===== src/rtl/dgp_pkg.sv =====
package dgp_pkg;
  localparam int BYTE_W = 8;
  localparam int PAT_N  = 8;
  localparam int PIDX_W = $clog2(PAT_N);

  typedef enum logic [1:0] {EN_IDLE, EN_WR, EN_RD} eng_st_t;
  typedef enum logic [2:0] {DT_IDLE, DT_WPROBE, DT_WWAIT, DT_BPROBE, DT_BWAIT} det_st_t;

  // Fixed pattern series; order is part of the behaviour
  function automatic logic [BYTE_W-1:0] pat_at(input logic [PIDX_W-1:0] i);
    case (i)
      3'd0:    pat_at = 8'hF0;
      3'd1:    pat_at = 8'h0F;
      3'd2:    pat_at = 8'hAA;
      3'd3:    pat_at = 8'h55;
      3'd4:    pat_at = 8'hC0;
      3'd5:    pat_at = 8'h30;
      3'd6:    pat_at = 8'h0C;
      default: pat_at = 8'h03;
    endcase
  endfunction
endpackage


===== src/rtl/dgp_split.sv =====
module dgp_split #(
  parameter int MAX_AW = 12,
  parameter int AT_W   = 2*MAX_AW+1,
  parameter int ABW    = $clog2(MAX_AW+1)
) (
  input  logic [AT_W-1:0]   addr,
  input  logic [ABW-1:0]    abits,
  output logic [MAX_AW-1:0] row,
  output logic [MAX_AW-1:0] col,
  output logic              bank
);
  logic [AT_W-1:0] full_mask;
  logic [AT_W-1:0] row_sh;
  logic [AT_W-1:0] hi_sh;

  always_comb begin
    full_mask = (AT_W'(1) << abits) - AT_W'(1);
    row_sh    = (addr >> abits) & full_mask;
    hi_sh     = addr >> {abits, 1'b0};
    row       = row_sh[MAX_AW-1:0];
    col       = addr[MAX_AW-1:0] & full_mask[MAX_AW-1:0];
    bank      = |hi_sh;
  end
endmodule


===== src/rtl/dgp_engine.sv =====
module dgp_engine
  import dgp_pkg::*;
#(
  parameter int MAX_AW = 12,
  parameter int AT_W   = 2*MAX_AW+1,
  parameter int ABW    = $clog2(MAX_AW+1)
) (
  input  logic              clk,
  input  logic              rst_n,
  input  logic              start,
  input  logic [AT_W-1:0]   addr,
  input  logic [ABW-1:0]    abits,
  output logic              done,
  output logic              pass,
  output logic [BYTE_W-1:0] bad_pat,
  output logic [BYTE_W-1:0] bad_data,
  output logic              mem_req,
  output logic              mem_we,
  output logic              mem_bank,
  output logic [MAX_AW-1:0] mem_row,
  output logic [MAX_AW-1:0] mem_col,
  output logic [BYTE_W-1:0] mem_wdata,
  input  logic              mem_ack,
  input  logic [BYTE_W-1:0] mem_rdata
);
  eng_st_t             st_q, st_d;
  logic [PIDX_W-1:0]   idx_q, idx_d;
  logic [AT_W-1:0]     addr_q, addr_d;
  logic [ABW-1:0]      aw_q, aw_d;
  logic                done_d, pass_d;
  logic [BYTE_W-1:0]   bpat_d, bdat_d;
  logic [BYTE_W-1:0]   cur_pat;

  assign cur_pat = pat_at(idx_q);

  dgp_split #(.MAX_AW(MAX_AW), .AT_W(AT_W), .ABW(ABW)) u_split (
    .addr(addr_q), .abits(aw_q), .row(mem_row), .col(mem_col), .bank(mem_bank)
  );

  always_comb begin
    st_d   = st_q;
    idx_d  = idx_q;
    addr_d = addr_q;
    aw_d   = aw_q;
    done_d = 1'b0;
    pass_d = pass;
    bpat_d = bad_pat;
    bdat_d = bad_data;
    case (st_q)
      EN_IDLE: if (start) begin
        addr_d = addr;
        aw_d   = abits;
        idx_d  = '0;
        st_d   = EN_WR;
      end
      EN_WR: if (mem_ack) st_d = EN_RD;
      EN_RD: if (mem_ack) begin
        if (mem_rdata != cur_pat) begin
          done_d = 1'b1;
          pass_d = 1'b0;
          bpat_d = cur_pat;
          bdat_d = mem_rdata;
          st_d   = EN_IDLE;
        end else if (idx_q == PIDX_W'(PAT_N-1)) begin
          done_d = 1'b1;
          pass_d = 1'b1;
          bpat_d = '0;
          bdat_d = '0;
          st_d   = EN_IDLE;
        end else begin
          idx_d = idx_q + 1'b1;
          st_d  = EN_WR;
        end
      end
      default: st_d = EN_IDLE;
    endcase
  end

  always_ff @(posedge clk or negedge rst_n) begin
    if (!rst_n) begin
      st_q     <= EN_IDLE;
      idx_q    <= '0;
      addr_q   <= '0;
      aw_q     <= ABW'(MAX_AW);
      done     <= 1'b0;
      pass     <= 1'b0;
      bad_pat  <= '0;
      bad_data <= '0;
    end else begin
      st_q     <= st_d;
      idx_q    <= idx_d;
      addr_q   <= addr_d;
      aw_q     <= aw_d;
      done     <= done_d;
      pass     <= pass_d;
      bad_pat  <= bpat_d;
      bad_data <= bdat_d;
    end
  end

  assign mem_req   = (st_q != EN_IDLE);
  assign mem_we    = (st_q == EN_WR);
  assign mem_wdata = cur_pat;

  AST_REQ_HOLD: assert property (@(posedge clk) disable iff (!rst_n)
    (mem_req && !mem_ack) |=> (mem_req && $stable(mem_we) && $stable(mem_bank) &&
      $stable(mem_row) && $stable(mem_col) && $stable(mem_wdata)));
  AST_START_IDLE: assert property (@(posedge clk) disable iff (!rst_n)
    start |-> (st_q == EN_IDLE));
  AST_WR_THEN_RD: assert property (@(posedge clk) disable iff (!rst_n)
    (mem_req && mem_we && mem_ack) |=> (mem_req && !mem_we && $stable(mem_wdata)));
endmodule


===== src/rtl/dgp_detect.sv =====
module dgp_detect
  import dgp_pkg::*;
#(
  parameter int MAX_AW = 12,
  parameter int MIN_AW = 8,
  parameter int AT_W   = 2*MAX_AW+1,
  parameter int ABW    = $clog2(MAX_AW+1)
) (
  input  logic            clk,
  input  logic            rst_n,
  input  logic            start,
  input  logic            eng_done,
  input  logic            eng_pass,
  output logic            eng_go,
  output logic [AT_W-1:0] eng_addr,
  output logic [ABW-1:0]  eng_abits,
  output logic            fin,
  output logic [ABW-1:0]  fin_abits,
  output logic            fin_two
);
  det_st_t         st_q, st_d;
  logic [ABW-1:0]  aw_q, aw_d;
  logic [AT_W-1:0] last_q, last_d;
  logic            fin_d, two_d;
  logic [AT_W-1:0] top_addr;

  assign top_addr = (AT_W'(1) << {aw_q, 1'b0}) - AT_W'(1);

  always_comb begin
    st_d   = st_q;
    aw_d   = aw_q;
    last_d = last_q;
    fin_d  = 1'b0;
    two_d  = fin_two;
    case (st_q)
      DT_IDLE: if (start) begin
        aw_d = ABW'(MAX_AW);
        st_d = DT_WPROBE;
      end
      DT_WPROBE: begin
        last_d = top_addr;
        st_d   = DT_WWAIT;
      end
      DT_WWAIT: if (eng_done) begin
        if (eng_pass) begin
          st_d = DT_BPROBE;
        end else if (aw_q == ABW'(MIN_AW+1)) begin
          aw_d = ABW'(MIN_AW);
          st_d = DT_BPROBE;
        end else begin
          aw_d = aw_q - 1'b1;
          st_d = DT_WPROBE;
        end
      end
      DT_BPROBE: st_d = DT_BWAIT;
      DT_BWAIT: if (eng_done) begin
        fin_d = 1'b1;
        two_d = eng_pass;
        st_d  = DT_IDLE;
      end
      default: st_d = DT_IDLE;
    endcase
  end

  always_ff @(posedge clk or negedge rst_n) begin
    if (!rst_n) begin
      st_q    <= DT_IDLE;
      aw_q    <= ABW'(MAX_AW);
      last_q  <= '0;
      fin     <= 1'b0;
      fin_two <= 1'b0;
    end else begin
      st_q    <= st_d;
      aw_q    <= aw_d;
      last_q  <= last_d;
      fin     <= fin_d;
      fin_two <= two_d;
    end
  end

  assign eng_go    = (st_q == DT_WPROBE) || (st_q == DT_BPROBE);
  assign eng_addr  = (st_q == DT_BPROBE) ? (last_q + AT_W'(1)) : top_addr;
  assign eng_abits = aw_q;
  assign fin_abits = aw_q;

  AST_AW_RANGE: assert property (@(posedge clk) disable iff (!rst_n)
    (aw_q >= ABW'(MIN_AW)) && (aw_q <= ABW'(MAX_AW)));
  AST_DEC_STEP: assert property (@(posedge clk) disable iff (!rst_n)
    (st_q == DT_WWAIT && eng_done && !eng_pass) |=> (aw_q == $past(aw_q) - 1'b1));
endmodule


===== src/rtl/dram_geom_probe.sv =====
module dram_geom_probe
  import dgp_pkg::*;
#(
  parameter int MAX_AW = 12,
  parameter int MIN_AW = 8,
  localparam int AT_W  = 2*MAX_AW+1,
  localparam int ABW   = $clog2(MAX_AW+1),
  localparam int SZ_W  = 2*MAX_AW+4
) (
  input  logic              clk,
  input  logic              rst_n,
  input  logic              test_go,
  input  logic [AT_W-1:0]   test_addr,
  input  logic              detect_go,
  output logic              busy,
  output logic              test_pass,
  output logic              test_fail,
  output logic [BYTE_W-1:0] fail_pattern,
  output logic [BYTE_W-1:0] fail_readback,
  output logic [ABW-1:0]    geo_abits,
  output logic [1:0]        geo_banks,
  output logic [SZ_W-1:0]   mem_bytes,
  output logic              mem_req,
  output logic              mem_we,
  output logic              mem_bank,
  output logic [MAX_AW-1:0] mem_row,
  output logic [MAX_AW-1:0] mem_col,
  output logic [BYTE_W-1:0] mem_wdata,
  input  logic              mem_ack,
  input  logic [BYTE_W-1:0] mem_rdata
);
  logic [1:0] rs_q;
  logic       rsn;
  always_ff @(posedge clk or negedge rst_n) begin
    if (!rst_n) rs_q <= 2'b00;
    else        rs_q <= {rs_q[0], 1'b1};
  end
  assign rsn = rs_q[1];

  logic              test_acc, det_acc;
  logic              eng_start, eng_done, eng_pass;
  logic [AT_W-1:0]   eng_addr_in;
  logic [ABW-1:0]    eng_aw_in;
  logic [BYTE_W-1:0] eng_bpat, eng_bdat;
  logic              det_go, det_fin, det_two;
  logic [AT_W-1:0]   det_addr;
  logic [ABW-1:0]    det_aw, det_fin_aw;
  logic              run_q, run_d, busy_d, pass_d, fail_d, two_q, two_d;
  logic [BYTE_W-1:0] fpat_d, fdat_d;
  logic [ABW-1:0]    aw_q, aw_d;
  logic [ABW+1:0]    size_sh;

  assign det_acc     = detect_go && !busy;
  assign test_acc    = test_go && !detect_go && !busy;
  assign eng_start   = test_acc || det_go;
  assign eng_addr_in = test_acc ? test_addr : det_addr;
  assign eng_aw_in   = test_acc ? aw_q : det_aw;

  dgp_engine #(.MAX_AW(MAX_AW), .AT_W(AT_W), .ABW(ABW)) u_engine (
    .clk(clk), .rst_n(rsn), .start(eng_start), .addr(eng_addr_in), .abits(eng_aw_in),
    .done(eng_done), .pass(eng_pass), .bad_pat(eng_bpat), .bad_data(eng_bdat),
    .mem_req(mem_req), .mem_we(mem_we), .mem_bank(mem_bank), .mem_row(mem_row),
    .mem_col(mem_col), .mem_wdata(mem_wdata), .mem_ack(mem_ack), .mem_rdata(mem_rdata)
  );

  dgp_detect #(.MAX_AW(MAX_AW), .MIN_AW(MIN_AW), .AT_W(AT_W), .ABW(ABW)) u_detect (
    .clk(clk), .rst_n(rsn), .start(det_acc), .eng_done(eng_done), .eng_pass(eng_pass),
    .eng_go(det_go), .eng_addr(det_addr), .eng_abits(det_aw),
    .fin(det_fin), .fin_abits(det_fin_aw), .fin_two(det_two)
  );

  always_comb begin
    run_d  = run_q;
    busy_d = busy;
    pass_d = test_pass;
    fail_d = test_fail;
    fpat_d = fail_pattern;
    fdat_d = fail_readback;
    aw_d   = aw_q;
    two_d  = two_q;
    if (test_acc || det_acc) begin
      busy_d = 1'b1;
      pass_d = 1'b0;
      fail_d = 1'b0;
      run_d  = test_acc;
    end else if (run_q && eng_done) begin
      busy_d = 1'b0;
      run_d  = 1'b0;
      pass_d = eng_pass;
      fail_d = !eng_pass;
      fpat_d = eng_bpat;
      fdat_d = eng_bdat;
    end else if (det_fin) begin
      busy_d = 1'b0;
      aw_d   = det_fin_aw;
      two_d  = det_two;
    end
  end

  always_ff @(posedge clk or negedge rsn) begin
    if (!rsn) begin
      run_q         <= 1'b0;
      busy          <= 1'b0;
      test_pass     <= 1'b0;
      test_fail     <= 1'b0;
      fail_pattern  <= '0;
      fail_readback <= '0;
      aw_q          <= ABW'(MAX_AW);
      two_q         <= 1'b0;
    end else begin
      run_q         <= run_d;
      busy          <= busy_d;
      test_pass     <= pass_d;
      test_fail     <= fail_d;
      fail_pattern  <= fpat_d;
      fail_readback <= fdat_d;
      aw_q          <= aw_d;
      two_q         <= two_d;
    end
  end

  assign size_sh   = {1'b0, aw_q, 1'b0} + (ABW+2)'(2) + (ABW+2)'(two_q);
  assign mem_bytes = SZ_W'(1) << size_sh;
  assign geo_abits = aw_q;
  assign geo_banks = two_q ? 2'd2 : 2'd1;

  AST_IDLE_NO_REQ: assert property (@(posedge clk) disable iff (!rsn)
    !busy |-> !mem_req);
  AST_HOLD_RESULTS: assert property (@(posedge clk) disable iff (!rsn)
    (!busy && !test_go && !detect_go) |=> ($stable(test_pass) && $stable(test_fail) &&
      $stable(fail_pattern) && $stable(geo_abits) && $stable(geo_banks)));
  AST_NO_BOTH_FLAGS: assert property (@(posedge clk) disable iff (!rsn)
    !(test_pass && test_fail));
endmodule


===== config.mk =====
export PLATFORM = sky130hd
export DESIGN_NAME = dram_geom_probe
export DESIGN_NICKNAME = d
export VERILOG_FILES = /design/src/rtl/dgp_pkg.sv /design/src/rtl/dgp_split.sv /design/src/rtl/dgp_engine.sv /design/src/rtl/dgp_detect.sv /design/src/rtl/dram_geom_probe.sv
export SDC_FILE = /design/constraint.sdc
export NUM_CORES = 1
export LEC_CHECK = 0
export BUFFER_PORTS_ARGS = -buffer_cell sky130_fd_sc_hd__buf_2
export CELL_PAD_IN_SITES_DETAIL_PLACEMENT = 1
export CELL_PAD_IN_SITES_GLOBAL_PLACEMENT = 2
export CORE_MARGIN = 1.5
export CORE_UTILIZATION = 34
export CTS_CLUSTER_SIZE = 12
export DETAILED_ROUTE_END_ITERATION = 7
export GPL_ROUTABILITY_DRIVEN = 0
export GPL_TIMING_DRIVEN = 0
export PLACE_DENSITY_LB_ADDON = 0.15
export SYNTH_ARGS = -nofsm -noshare
export SYNTH_HDL_FRONTEND = slang
export SYNTH_SLANG_ARGS = --single-unit

===== constraint.sdc =====
create_clock -name clk -period 3.8 [get_ports clk]
set_clock_uncertainty 0.15 [all_clocks]
set_input_delay 0.76 -clock clk [delete_from_list [all_inputs] [get_ports clk]]
set_output_delay 0.76 -clock clk [all_outputs]
set_load 0.05 [all_outputs]

### Word level (Yosys, flattened, before mapping)

Index checks and enable logic that the tools add are counted.

| operators by class | value |
|---|---|
| equal/unequal tests | 24 |
| reductions and logical operators | 29 |
| add/subtract/negate cells | 7 |
| shift-type cells | 5 |
| muxes and demuxes | 47 |
| bitwise gates (word level) | 4 |

Operators by type and width:

| cell | number |
|---|---|
| case mux 8 bit (7 select lines) | 1 |
| two-way mux 25 bit | 2 |
| left shift 1 x 6 -> 28 bit (first input constant) | 1 |
| adder 25 x 1 -> 25 bit (second input constant) | 1 |
| OR reduction 25 bit | 1 |
| left shift 1 x 5 -> 25 bit (first input constant) | 1 |
| >> shifter 25 x 4 -> 12 bit | 1 |
| >> shifter 25 x 5 -> 25 bit | 1 |
| subtractor 25 x 2 -> 25 bit (second input constant) | 1 |
| bitwise AND 12 bit | 2 |
| two-way mux 3 bit | 8 |
| two-way mux 8 bit | 3 |
| two-way mux 4 bit | 5 |
| two-way mux 1 bit | 18 |
| != test 2 bit (second input constant) | 8 |
| == test 3 bit (second input constant) | 5 |
| case mux 3 bit (5 select lines) | 1 |
| == test 3 x 2 -> 1 bit (second input constant) | 4 |
| two-way mux 2 bit | 6 |
| AND reduction 3 bit | 4 |
| left shift 1 x 4 -> 12 bit (first input constant) | 1 |
| subtractor 12 x 2 -> 12 bit (second input constant) | 1 |
| nonzero test 2 bit | 5 |
| != test 8 bit | 1 |
| other kinds (22) | 34 |

| word-level totals | value |
|---|---|
| register bits after elaboration | 113 |
| output and inout bits | 88 |
| input bits | 38 |

### Longest topological paths before layout

Gate-level depths: netlist (run 1).

| logic depth | value |
|---|---|
| depth in word-level cells | 6 |
| gate-level depth with buffers | 12 |
| depth with buffers taken out | 9 |

### Hierarchy

Synthesis (run 1) repeated with hierarchy kept, for this count alone.

| second synthesis, totals | value |
|---|---|
| cells, all modules | 885 |
| area total of the unflattened synthesis | 8,324.2 µm² |

By module, submodules not included:

| module | instances | cells each | area an instance (µm²) |
|---|---|---|---|
| dgp_detect | 1 | 321 | 2,577.5 |
| dgp_engine | 1 | 181 | 2,389.8 |
| dram_geom_probe | 1 | 154 | 1,755.4 |
| dgp_split | 1 | 229 | 1,601.5 |

### Worst setup path before layout (run 1)

OpenSTA, ideal clock, no wires.

| timing path | value |
|---|---|
| path kind | reg2out |
| from | register u_engine.aw_q[0] |
| to | output port mem_row[4] |
| required time | 2.890 ns |
| slack | -0.711 ns |
| stages on the path, launching flop included | 11 |
| buffers on the path | 4 |
| data arrival time | 3.601 ns |
| cell sequence | dfrtp_1 -> clkbuf_1 -> clkbuf_1 -> buf_1 -> buf_1 -> nand2_1 -> ha_1 -> or2_2 -> o31ai_1 -> a21oi_1 -> a311oi_1 |

| on the way | value |
|---|---|
| word-level cells in the longest chain between the ends | 3 |

Ends and longest elaborated chain:

| element | RTL line | text |
|---|---|---|
| from (decl) | dgp_engine.sv:29 | `logic [ABW-1:0] aw_q, aw_d;` |
| from (signal assigned) | dgp_engine.sv:84 | `aw_q <= ABW'(MAX_AW);` |
| from (signal assigned) | dgp_engine.sv:93 | `aw_q <= aw_d;` |
| left shift 1 x 4 -> 12 bit | dgp_split.sv:17 | `full_mask = (AT_W'(1) << abits) - AT_W'(1);` |
| subtractor 12 x 2 -> 12 bit | dgp_split.sv:17 |  |
| bitwise AND 12 bit (*) | dgp_split.sv:18 | `row_sh = (addr >> abits) & full_mask;` |
| to (decl) | dram_geom_probe.sv:26 | `output logic [MAX_AW-1:0] mem_row,` |

Mark *: on every way between the ends. The rest lies on a longest branch, timed or not.

### Worst setup path in the final report (run 1)

| timing path | value |
|---|---|
| from | register u_engine.aw_q[0] |
| to | output port mem_col[10] |

| on the way | value |
|---|---|
| word-level cells in the longest chain between the ends | 3 |

Ends and longest elaborated chain:

| element | RTL line | text |
|---|---|---|
| left shift 1 x 4 -> 12 bit | dgp_split.sv:17 |  |
| subtractor 12 x 2 -> 12 bit | dgp_split.sv:17 |  |
| bitwise AND 12 bit | dgp_split.sv:21 | `col = addr[MAX_AW-1:0] & full_mask[MAX_AW-1:0];` |
| to (decl) | dram_geom_probe.sv:27 | `output logic [MAX_AW-1:0] mem_col,` |

No other way between the ends.

==> results of run 1 <==
-- Yosys cell counts (all sizes together), types with 3 or more instances --
library cell and instances:
nor4 6, o21ai 76, mux4 5, o21a 4, o21bai 3, mux2i 22, a2bb2oi 3, a22o 17
and2 12, a21boi 4, nor3 22, dfstp 6, nand3 23, and3 10, buf 11, a21o 4
mux2 33, and4 4, or3 7, o22ai 3, nand2 123, a21oi 52, xor2 9, nor2b 16
dfrtp 106, nor3b 3, o211ai 11, or2 6, o221ai 4, nor2 101, nand2b 10, clkbuf 52
a211oi 9, inv 22, xnor2 20, ha 16, o31ai 11, nand4 8, a211o 3, a31oi 22
-- cells by family (layout without fill, tap and decap cells) --
kind of cell	Yosys count	count (layout)	share of synthesized area
and+or+nand+nor	359	359	0.219
muxes	60	60	0.0927
AOI/OAI and AO/OA	246	246	0.211
other	1	1	0.000493
adders and majority gates	16	16	0.0263
buffers and inverters	87	229	0.0476
DFF	112	112	0.370
xor gates and xnor gates	29	29	0.0334
-- registers in the layout (all words and copies together), names as in the netlist --
register            count
u_engine.addr_q        25
u_detect.last_q        24
fail_pattern            8
fail_readback           8
u_engine.bad_data       8
u_engine.bad_pat        8
geo_abits               4
u_detect.eng_abits      4
u_engine.aw_q           4
u_detect.st_q           3
u_engine.idx_q          3
rs_q                    2
u_engine.st_q           2
busy                    1
run_q                   1
test_fail               1
test_pass               1
two_q                   1
u_detect.fin            1
u_detect.fin_two        1
u_engine.done           1
u_engine.pass           1
-- what timing repair did --
action                                  CTS  global route
endpoints found under the setup margin   19             9
setup buffers                             3             0
hold buffers                              1             0
gates resized for setup                  27            16
hold endpoints to repair                  2             0
-- how the worst max path moves through the flow --
| stage | cells past startpoint | slack (ns) | to | startpoint |
|---|---|---|---|---|
| final | 11 | 0.14 | mem_col[10] | u_engine.aw_q[0]$_DFFE_PN0P_ |
| after global routing | 12 | 0.02 | mem_col[10] | u_engine.aw_q[0]$_DFFE_PN0P_ |
| after CTS | 11 | 0.006 | mem_row[8] | u_engine.aw_q[0]$_DFFE_PN0P_ |
| after detailed placement | 13 | -0.92 | mem_col[10] | u_engine.aw_q[0]$_DFFE_PN0P_ |
| after global placement | 0 | -1.23 | u_detect.last_q[19]$_DFFE_PN0N_ | rs_q[1]$_DFF_PN0_ |
| after floorplan | 10 | -0.19 | mem_col[6] | u_engine.aw_q[0]$_DFFE_PN0P_ |
-- layout make-up --
cell class | count | area [µm²] | share of cell area
multi-input combinational | 711 | 4510 | 0.496
sequential | 112 | 2820 | 0.310
timing repair buffer | 130 | 712 | 0.0782
tap | 280 | 350 | 0.0385
buffer | 59 | 298 | 0.0327
clock buffer | 9 | 225 | 0.0248
clock inverter | 7 | 93.8 | 0.0103
inverter | 24 | 93.8 | 0.0103
-- power by group --
part           internal [mW]  switching (mW)
Combinational           2.11            4.28
Sequential              1.71           0.605
Clock                  0.479           0.525
-- critical path, delay by kind of cell (launching register included) --
kind | cells | cell delay, ns
AOI/OAI and AO/OA | 3 | 0.45
adders and majority gates | 1 | 0.23
buffers and inverters | 4 | 0.79
DFF | 1 | 0.42
and+or+nand+nor | 3 | 0.48
-- routing by layer --
layer  GRT usage  vias to the layer above
li1            -                     3519
met1       0.346                     3677
met2       0.385                      154
met3      0.0321                       27
met4      0.0504                        0
met5           0                        -
==> out/metrics.cfg, run 1 <==
[power_and_ir_drop]
power-per-cell-area_nw_per_um2=1070
max-vdd-ir-drop_mv=0.448
power_leakage_nw=4.11
total_power_mw=9.71

[synthesis]
syn-num-nets=964
synth_ff_type=sky130_fd_sc_hd__dfrtp_1
synthesis.instances=910
post_synthesis_cell_type_with_the_largest_combined_area=sky130_fd_sc_hd__dfrtp_1
synth-seq-cells=112
syn_avg_cell_area_um2=8.35
ys_top_cells_by_area=sky130_fd_sc_hd__dfrtp_1 (35%), sky130_fd_sc_hd__nand2_1 (6.1%), sky130_fd_sc_hd__nor2_1 (5.0%)
syn-cell-area_um2=7600
synth_top_area_frac=0.349
post_synth_edffs=0
share_of_flip_flops_with_an_asynchronous_set_or_reset_after_synthesis=1.00
synth_seq_area_share=0.370
library_cells_used_by_synthesis=71
synth.yosys.warnings=0

[critical_path]
crit_path_max_fanout=10
worstReg2RegEnd=u_engine.addr_q[24]$_DFFE_PN0P_
worstSetupPathType=reg2out
cp.arrival_ns=2.75
worstPathCellList=clkbuf_4 > buf_6 > buf_4 > nand2_1 > ha_1 > or2_4 > o21ai_0 > a22o_1 > a21oi_4 > nor2b_4 > buf_6
critical_path.endpoint_type=output pin
crit_path_launch_type=flop
required_ns=2.89
critical_path.slowest_cell=sky130_fd_sc_hd__dfrtp_2
max_stage_delay_ns=0.42
setup.reg_to_reg.worst_slack_ns=0.35
rr_worst_depth=11
r2r-start=u_detect.eng_abits[0]$_DFFE_PN0P_
path_common_cell=sky130_fd_sc_hd__buf_6

[placed_design]
numPortBuffers=125
hpwl_um=21300
postPlaceCellArea_um2=8650
dpl_worst_slack_ns=-0.916
placedCellCount=1316

[routing]
detail_route.vias_per_cell=5.54
drt_iter0_drc=399
dr.max_layer_used=met4
detailedRoute.firstPassIterationCount=5
route.vias.total=7377
drt-wirelength-per-cell_um=20.6
route.detailed.drc=0
antenna_violating_nets_post_route=0
drt-met1-wl_um=13300
routed_wl_met3_um=1110
detailroute.wirelength.met2_um=12600
finalWirelength_um=27400

[sta]
min_period_over_period=0.964
post-route-min-period_ns=3.66
setup_total_negative_slack_ns=0
rsz_0062_raised_after_global_routing=false
whs_ns=0.203
final_slew_violations=0
worst_slew_pin_slew_ns=1.10
max_slew_margin=0.260
post-route-worst-setup-slack_ns=0.138
fmax_mhz=273
final_hold_viol_count=0
setup-violations-final=0

[global_routing]
grt.overflow.total=0
grt_start_max_net_pins=66
globalRouteTotalUtil=0.240
first_global_vias=7536
grt_first_pass_wirelength_um=44000
antenna_found_initial=0

[hold_path]
hold_path_class=reg2async

[clocking]
cts_made_buffers=9
cts_root_buf=sky130_fd_sc_hd__clkbuf_16
worstSkewPairLatency_ns=0.37
maximum_count_of_clock_buffers_along_a_single_path=2
cts_tree=yes
cts_num_sinks=112
cts.clk_slew.worst_paths_ns=0.09
ctsHtreeMaxLevel=3

[finish]
final_area_um2=9100
layoutNonFillerInstCount=1332
fillCellCount=2695
area_growth_syn_to_layout_pct=19.7
finish.utilization=0.416
n_antenna_cell=0
design.final.nets=1101
commonest_cells_after_routing_fill_and_taps_aside=sky130_fd_sc_hd__nand2_1 (123), sky130_fd_sc_hd__buf_2 (120), sky130_fd_sc_hd__dfrtp_1 (103)
mostFrequentLayoutCell=sky130_fd_sc_hd__nand2_1
proportion_of_layout_cells_with_a_drive_suffix_above_1=0.233

[floorplanning]
placeableCoreArea_um2=21900
initial_core_util=0.347
chipWidth_um=153
die_y_um=153
floorplan.io_pins=126
number_of_cell_rows=54
design.die.area_um2=23300

[outcome]
status=finished, final reports clean

[job]
number_of_maximum_capacitance_constraint_violations=0

No activity file was read; power rests on OpenSTA's default activity.
==> inputs of run 2 (changes only) <==
--- a/config.mk
+++ b/config.mk
@@ -8,7 +8,7 @@
 export BUFFER_PORTS_ARGS = -buffer_cell sky130_fd_sc_hd__buf_2
 export CELL_PAD_IN_SITES_DETAIL_PLACEMENT = 1
 export CELL_PAD_IN_SITES_GLOBAL_PLACEMENT = 2
-export CORE_MARGIN = 1.5
+export CORE_MARGIN = 4
 export CORE_UTILIZATION = 34
 export CTS_CLUSTER_SIZE = 12
 export DETAILED_ROUTE_END_ITERATION = 7
==> run 2 against run 1 <==
  * Final area hardly changed
  * Sequential power hardly changed
  * Global-route usage is 1.4 points lower
==> out/metrics.cfg, run 2 (synthesized netlist as in run 1, its figures left out) <==
[outcome]
status=finished, final reports clean

[critical_path]
required_ns=2.89  ; about the same
rr_worst_depth=11  ; unchanged
cp.arrival_ns=2.77  ; +0.02 ns
critical_path.endpoint_type=output pin
crit_path_launch_type=flop
worstSetupPathType=reg2out
crit_path_max_fanout=10  ; unchanged
setup.reg_to_reg.worst_slack_ns=0.33  ; -0.02 ns

[routing]
drt-wirelength-per-cell_um=21.0  ; +1.8%
drt_iter0_drc=404  ; +1.3%
route.detailed.drc=0  ; unchanged
detailedRoute.firstPassIterationCount=5  ; unchanged
antenna_violating_nets_post_route=0  ; unchanged
finalWirelength_um=27900  ; +1.8%
route.vias.total=7399  ; +0.30%
detail_route.vias_per_cell=5.55  ; +0.30%

[finish]
commonest_cells_after_routing_fill_and_taps_aside=sky130_fd_sc_hd__nand2_1 (123), sky130_fd_sc_hd__buf_2 (123), sky130_fd_sc_hd__dfrtp_1 (103)
registers.top_by_ff_count=u_engine.addr_q
design.final.nets=1101  ; unchanged
largest_reg_flops=25  ; unchanged
layout_top_registers=u_engine.addr_q (25), u_detect.last_q (24)
proportion_of_layout_cells_with_a_drive_suffix_above_1=0.232  ; -0.000951
n_antenna_cell=0  ; unchanged
area_growth_syn_to_layout_pct=19.7  ; about the same

[clocking]
cts_num_sinks=112  ; unchanged
cts_tree=yes
worstSkewPairLatency_ns=0.36  ; about the same
cts_root_buf=sky130_fd_sc_hd__clkbuf_16
maximum_count_of_clock_buffers_along_a_single_path=2  ; unchanged
cts_made_buffers=9  ; unchanged
ctsHtreeMaxLevel=3  ; unchanged
cts.clk_slew.worst_paths_ns=0.08  ; about the same

[power_and_ir_drop]
comb_power_share=0.655  ; -0.003
power-per-cell-area_nw_per_um2=1070  ; +0.16%
clock_power_share=0.106  ; +0.003
power.switching_mw=5.38  ; -0.51%
seq_power_share=0.239  ; about the same
power_leakage_nw=4.12  ; +0.18%
internal_power_mw=4.35  ; +1.1%
sw_frac_of_total=0.553  ; -0.00390
max-vdd-ir-drop_mv=0.435  ; -2.8%

[floorplanning]
chipWidth_um=158  ; +3.3%
placeableCoreArea_um2=21900  ; unchanged
floorplan.io_pins=126  ; unchanged
design.die.area_um2=24800  ; +6.7%
number_of_cell_rows=54  ; unchanged
die_y_um=158  ; +3.3%
initial_core_util=0.347  ; unchanged

[sta]
post-route-worst-setup-slack_ns=0.119  ; -0.0187 ns
worst_slew_pin_slew_ns=1.12  ; +0.0211 ns
post-route-min-period_ns=3.68  ; +0.0187 ns
final_hold_viol_count=0  ; unchanged
setup_total_negative_slack_ns=0  ; unchanged
max_slew_margin=0.246  ; -0.0142
final_slew_violations=0  ; unchanged
min_period_over_period=0.969  ; +0.00493
fmax_mhz=272  ; -0.51%
setup-violations-final=0  ; unchanged

[placed_design]
dpl_worst_slack_ns=-0.929  ; -0.0135 ns
hpwl_um=21600  ; +1.7%
numPortBuffers=125  ; unchanged

[global_routing]
grt_start_max_net_pins=65  ; -1.5%
antenna_found_initial=0  ; unchanged
grt_first_pass_wirelength_um=43600  ; -0.96%
grt.overflow.total=0  ; unchanged
globalRouteTotalUtil=0.225  ; -0.0145
first_global_vias=7516  ; -0.27%

[hold_path]
hold_path_class=reg2async

[job]
number_of_maximum_capacitance_constraint_violations=0  ; unchanged

-- run 2: power by group through the flow --
stage	Sequential, mW	Combinational, mW	Clock [mW]
after floorplan	2.41	4.30	0
after global placement	2.31	6.16	0
after detailed placement	2.31	6.21	0
after CTS	2.32	6.35	1.06
after global routing	2.41	6.86	1.12
final	2.33	6.37	1.03
-- run 2: per-stage QoR --
stage	std cells	area, µm²	total power, mW	hold slack (ns)	utilization
after floorplan	910	7640	6.70	0.181	-
final	1332	9100	9.72	0.214	0.416
after detailed placement	1316	8650	8.52	0.186	0.395
after CTS	1333	9080	9.73	0.218	0.415
after global placement	1315	8620	8.47	0.193	0.394
after global routing	1332	9100	10.4	0.227	0.416
-- run 2: worst paths after layout --
| kind | start | endpoint |
|---|---|---|
| worst max-delay path | u_engine.aw_q[1]$_DFFE_PN0P_ | mem_row[10] |
| worst min-delay path | rs_q[1]$_DFF_PN0_ | fail_readback[1]$_DFFE_PN0P_ |
| worst max register to register | u_detect.eng_abits[0]$_DFFE_PN0P_ | u_engine.addr_q[24]$_DFFE_PN0P_ |
| worst min register to register | rs_q[1]$_DFF_PN0_ | fail_readback[1]$_DFFE_PN0P_ |
| max in group asynchronous | rs_q[1]$_DFF_PN0_ | geo_abits[2]$_DFFE_PN1P_ |
| min in group clk | rs_q[0]$_DFF_PN0_ | rs_q[1]$_DFF_PN0_ |
-- run 2: worst max-delay path, cell delays in order, from the launching register on --
cell	delay, ns
sky130_fd_sc_hd__dfrtp_2	0.42
sky130_fd_sc_hd__buf_4	0.19
sky130_fd_sc_hd__clkbuf_8	0.19
sky130_fd_sc_hd__nor3_2	0.21
sky130_fd_sc_hd__nand2_1	0.11
sky130_fd_sc_hd__ha_1	0.25
sky130_fd_sc_hd__buf_2	0.20
sky130_fd_sc_hd__nand2_1	0.09
sky130_fd_sc_hd__o21ai_0	0.08
sky130_fd_sc_hd__a22o_1	0.24
sky130_fd_sc_hd__a21oi_4	0.19
sky130_fd_sc_hd__nor2b_4	0.05
sky130_fd_sc_hd__buf_4	0.19
-- run 2: final cells by class --
cell class / instances / area, µm²
clock inverter: 7 / 103
multi-input combinational: 711 / 4510
inverter: 24 / 90.1
clock buffer: 9 / 225
timing repair buffer: 130 / 706
fill: 2666 / 12800
sequential: 112 / 2820
buffer: 59 / 302
tap: 280 / 350
-- run 2: what timing repair did --
action | CTS | global route
pin swaps | 0 | 2
setup endpoints to repair | 18 | 9
hold buffers | 1 | 0
endpoints found under the hold margin | 2 | 0
gates resized for setup | 30 | 8
setup buffers | 3 | 0
-- run 2: routing by layer --
| metal | track usage | routed length (µm) |
|---|---|---|
| met1 | 0.326 | 13300 |
| met2 | 0.353 | 12700 |
| met3 | 0.0286 | 1290 |
| met4 | 0.0684 | 675 |
| met5 | 0 | 0 |
